### src/rtl/pq_syn_pkg.sv
package pq_syn_pkg;
  localparam int LANE_W = 8;
  localparam int BEAT_LANES = 8;
  localparam int BEAT_W = LANE_W * BEAT_LANES;
  localparam logic [LANE_W-1:0] RED_POLY = 8'h1D;

  // multiply one byte by the generator 2: sign test gives the reduction mask
  function automatic logic [LANE_W-1:0] gf_x2(input logic [LANE_W-1:0] b);
    logic [LANE_W-1:0] neg_mask;
    neg_mask = {LANE_W{b[LANE_W-1]}};
    return {b[LANE_W-2:0], 1'b0} ^ (neg_mask & RED_POLY);
  endfunction
endpackage

### src/rtl/pq_gf_dbl.sv
module pq_gf_dbl
  import pq_syn_pkg::*;
#(
  parameter int LANES = BEAT_LANES
) (
  input  logic [LANES*LANE_W-1:0] din,
  output logic [LANES*LANE_W-1:0] dout
);
  for (genvar g = 0; g < LANES; g++) begin : g_lane
    assign dout[g*LANE_W +: LANE_W] = gf_x2(din[g*LANE_W +: LANE_W]);
  end
endmodule

### src/rtl/pq_beat_acc.sv
module pq_beat_acc
  import pq_syn_pkg::*;
#(
  parameter int LANES = BEAT_LANES,
  localparam int W = LANES * LANE_W
) (
  input  logic         clk,
  input  logic         rst,
  input  logic         take,
  input  logic         seed,
  input  logic [W-1:0] din,
  output logic [W-1:0] nxt_p,
  output logic [W-1:0] nxt_q
);
  logic [W-1:0] acc_p, acc_q, q_dbl;

  pq_gf_dbl #(.LANES(LANES)) u_dbl (.din(acc_q), .dout(q_dbl));

  assign nxt_p = seed ? din : (acc_p ^ din);
  assign nxt_q = seed ? din : (q_dbl ^ din);

  always_ff @(posedge clk) begin
    if (rst) begin
      acc_p <= '0;
      acc_q <= '0;
    end else if (take) begin
      acc_p <= nxt_p;
      acc_q <= nxt_q;
    end
  end

  // a seeding beat overwrites both accumulators with the word itself
  assert_reseed_R9: assert property (@(posedge clk) disable iff (rst)
    take && seed |=> (acc_p == $past(din)) && (acc_q == $past(din)));
endmodule

### src/rtl/pq_syndrome_gen.sv
module pq_syndrome_gen
  import pq_syn_pkg::*;
#(
  parameter int BEATS = 1,
  localparam int DW = BEATS * BEAT_W
) (
  input  logic          clk,
  input  logic          rst,
  input  logic          in_valid,
  output logic          in_ready,
  input  logic [DW-1:0] in_data,
  input  logic          in_last,
  output logic          out_valid,
  input  logic          out_ready,
  output logic [DW-1:0] out_p,
  output logic [DW-1:0] out_q
);
  logic          first_q;
  logic          in_fire, out_fire, stripe_done;
  logic [DW-1:0] nxt_p, nxt_q;

  assign in_ready    = !out_valid || out_ready;
  assign in_fire     = in_valid && in_ready;
  assign out_fire    = out_valid && out_ready;
  assign stripe_done = in_fire && in_last;

  for (genvar b = 0; b < BEATS; b++) begin : g_beat
    pq_beat_acc #(.LANES(BEAT_LANES)) u_acc (
      .clk   (clk),
      .rst   (rst),
      .take  (in_fire),
      .seed  (first_q),
      .din   (in_data[b*BEAT_W +: BEAT_W]),
      .nxt_p (nxt_p[b*BEAT_W +: BEAT_W]),
      .nxt_q (nxt_q[b*BEAT_W +: BEAT_W])
    );
  end

  always_ff @(posedge clk) begin
    if (rst) begin
      first_q   <= 1'b1;
      out_valid <= 1'b0;
      out_p     <= '0;
      out_q     <= '0;
    end else begin
      if (in_fire) first_q <= in_last;
      if (stripe_done) begin
        out_valid <= 1'b1;
        out_p     <= nxt_p;
        out_q     <= nxt_q;
      end else if (out_fire) begin
        out_valid <= 1'b0;
      end
    end
  end

  assert_reset_R1: assert property (@(posedge clk)
    rst |=> !out_valid && in_ready);
  assert_stall_R6: assert property (@(posedge clk) disable iff (rst)
    out_valid && !out_ready |-> !in_ready);
  assert_hold_R7: assert property (@(posedge clk) disable iff (rst)
    out_valid && !out_ready |=> out_valid && $stable(out_p) && $stable(out_q));
  assert_emit_R10: assert property (@(posedge clk) disable iff (rst)
    stripe_done |=> out_valid);
  assert_single_R5: assert property (@(posedge clk) disable iff (rst)
    stripe_done && first_q |=> out_p == out_q);
  assert_overlap_R8: assert property (@(posedge clk) disable iff (rst)
    stripe_done && out_fire |=> out_valid);
endmodule

### config.mk
export PLATFORM = sky130hd
export DESIGN_NAME = pq_syndrome_gen
export DESIGN_NICKNAME = d
export VERILOG_FILES = /design/src/rtl/pq_syn_pkg.sv /design/src/rtl/pq_gf_dbl.sv /design/src/rtl/pq_beat_acc.sv /design/src/rtl/pq_syndrome_gen.sv
export SDC_FILE = /design/constraint.sdc
export NUM_CORES = 1
export LEC_CHECK = 0
export CAP_MARGIN = 20
export CORE_AREA = 4 4 213 215
export CTS_CLUSTER_DIAMETER = 200
export DETAILED_ROUTE_END_ITERATION = 10
export DIE_AREA = 0 0 217 219
export GPL_TIMING_DRIVEN = 0
export PLACE_DENSITY = 0.49
export SETUP_SLACK_MARGIN = 0.15
export SLEW_MARGIN = 20
export SYNTH_ARGS = -nofsm -noshare
export SYNTH_HDL_FRONTEND = slang
export SYNTH_SLANG_ARGS = --single-unit
export TNS_END_PERCENT = 10
### constraint.sdc
create_clock -name clk -period 2.3 [get_ports clk]
set_clock_uncertainty 0.1 [all_clocks]
set_input_delay 0.23 -clock clk [delete_from_list [all_inputs] [get_ports clk]]
set_output_delay 0.23 -clock clk [all_outputs]
set_load 0.02 [all_outputs]
==> summary.txt <==
Job
  • Max_cap viols: 0

Placed design
  • Hpwl dp: 29,600 µm
  • Post-Place Worst Slack: approximately 30 ps
  • Inst Count DP: between 2,000 and 2,500
  • PortBufs: 197
  • Placer Congestion: roughly 0.78
  • Post-DP Area: approximately 15,000 µm²

Layout
  • Area Overhead vs Synth: 29.6%
  • Commonest non-fill, non-tap cells in the layout: nor2_1, dfxtp_1, clkdlybuf4s50_1
  • Final instance area: ~16,000 µm²
  • Proportion of layout cells with a drive suffix above 1: 0.141
  • Fill cells: 4,480
  • Final net count: around 1,700
  • Final core occ: 0.369
  • Commonest non-fill, non-tap cell in the layout: nor2_1
  • Count of non-filler cells in the finished layout: between 2,000 and 2,500

Synth
  • YS warnings: 0
  • Post-Syn Nets: 1,434
  • Largest cells by area after synthesis: dfxtp_1, xnor2_1, a211oi_2
  • Cell Area, Synth: approximately 12,000 µm²
  • Synth Instances: between 1,000 and 1,500
  • Seq/Total Area, Yosys: 0.415
  • Area leader, netlist: dfxtp_1
  • Cell variety after synth: 19
  • Syn_area_per_cell: ~9.1 µm²
  • Synth top area share: 0.415
  • Seq cells post-synth: roughly 260

Timing
  • Final max-slew violation count: 0
  • Clock period minus final worst setup slack: just under 2000 ps
  • PnR worst setup slack: approximately 330 ps
  • WHS: 242 ps
  • Final Hold Violating Endpoints: 0
  • Fin Setup TNS: 0 ps
  • Finish-stage setup viols: 0
  • RSZ-0062 raised after global routing: no
  • Worst-margin pin slew: 992 ps
  • Part of the cycle the worst path needs: 0.855
  • Max Freq: just over 500 MHz
  • Rel. slew slack: 0.338

Clocking
  • Root buffer cell: clkbuf_16
  • Setup bufs post-CTS: 0
  • H-tree depth: 1
  • Clock Latency Late Sink: approximately 560 ps
  • # clock sinks: roughly 260
  • Worst-path clk slew: about 60 ps
  • Max clock buf depth: 3
  • # resized after CTS: 0
  • Hold Buf Count CTS: 0
  • Total CTS buffers: 31
  • CTS tree: yes

Pwr
  • Clk network pwr share: 0.390
  • Leakage: about 5.2 nW
  • Power, Total: between 10 and 15 mW
  • Sw frac: 0.289
  • Worst vdd ir: between 0.4 and 0.5 mV
  • Sequential power share: 0.418
  • Int Pwr: 8.65 mW
  • Psw: 3.51 mW
  • Logic pwr share: 0.193
  • Total power divided by cell area: between 700 and 800 nW/µm²

Global route
  • Largest net degree at the start of global routing: 15
  • First-pass GRT wire length: approximately 63,000 µm
  • GRT overflow: 0
  • GRT Overall Usage: 0.166
  • Initial antenna violation count: 1
  • Vias in the first global route: 10,500

Die
  • Die H: about 220 µm
  • Ports: a little under 200
  • Initial core utilization: 0.284
  • Die ar.: between 40,000 and 50,000 µm²
  • # rows: 77
  • Die W: approximately 220 µm
  • Core area: 43,700 µm²

Route
  • Met2 routed WL: ~19,000 µm
  • Final antenna-violating net count: 0
  • Met1 wire length: 19,100 µm
  • Remaining DRCs: 0
  • Met3 wire length: 1590 µm
  • Drt pass-1 iters: 8
  • Via density: about 4.8
  • Vias: approximately 11,000
  • Highest routed layer: met4
  • DRT Wirelength: 40,900 µm
  • DR WL/cell: around 19 µm
  • Initial DRC Count: ~360

Setup path
  • Max FO, Critical Path: 10
  • Crit path launch type: flip-flop
  • Critical Path AT: 2290 ps
  • CP Capture Type: flip-flop
  • CP required: approximately 2600 ps
  • Critical path type: flip-flop to flip-flop

Outcome
  • Status: completed

Hold path
  • Min-Delay Path Class: input port to flip-flop
==> per-layer routing <==
layer | vias up | global-route usage
met3 | 44 | 0.0241
met4 | 0 | 0.0452
met5 | - | 0
met2 | 183 | 0.281
met1 | 5093 | 0.223
li1 | 5218 | -
==> Yosys cell counts <==
library cell / count
a211oi_1: 88
a211oi_2: 104
a21oi_1: 2
a31oi_1: 64
and2_1: 1
and3_4: 1
buf_2: 35
buf_4: 20
buf_6: 21
clkbuf_1: 39
dfxtp_1: 258
nand2_1: 3
nand2b_4: 1
nand3_1: 64
nand3b_1: 64
nor2_1: 280
nor2b_1: 104
o21ai_0: 64
xnor2_1: 152
==> flip-flops by register name, summed over array words and instances (netlist names) <==
| register | count |
|---|---|
| g_beat.u_acc.acc_p | 64 |
| g_beat.u_acc.acc_q | 64 |
| out_p | 64 |
| out_q | 64 |
| first_q | 1 |
| out_valid | 1 |
==> power by group through the flow <==
stage	clock, mW	combinational, mW	sequential [mW]
3_3_place_gp	0	2.34	5.16
6_report	4.74	2.34	5.08
2_1_floorplan	0	1.27	5.30
5_1_grt	5.04	2.55	5.13
4_1_cts	4.89	2.38	5.08
3_5_place_dp	0	2.37	5.18
==> path summary, 6_finish.rpt <==
kind | startpoint | to | slack, ps | cells past startpoint
worst min register to register | g_beat[0].u_acc.acc_q[56] | g_beat[0].u_acc.acc_q[56] | 390 | 2
worst max-delay path | first_q | g_beat[0].u_acc.acc_p[59] | 330 | 6
worst max register to register | first_q | g_beat[0].u_acc.acc_p[59] | 330 | 6
worst min-delay path | in_last | first_q | 240 | 3
==> worst max-delay path: stages (launching register included) <==
cell	delay, ps
dfxtp_1	480
buf_4	260
buf_2	290
buf_2	340
nor2_1	80
o21ai_0	150
a31oi_1	110
==> cell type report <==
cell class              instances  area [µm²]  area share
diodes                          1        2.50    0.000155
plain buffers                 115         708      0.0439
clock buffers                  46         902      0.0559
clock inverters                 8        68.8     0.00427
multi-input cells             992        6570       0.407
flip-flops and latches        258        5160       0.320
well taps                     592         741      0.0459
repair buffers                197        1970       0.122
==> kinds of logic after synthesis <==
| logic type | share of synthesized area |
|---|---|
| AOI/OAI and AO/OA | 0.216 |
| and+or+nand+nor | 0.205 |
| DFF | 0.415 |
| buffers and inverters | 0.0569 |
| xor gates and xnor gates | 0.107 |
Note: power is estimated with default switching activity, not from simulation.
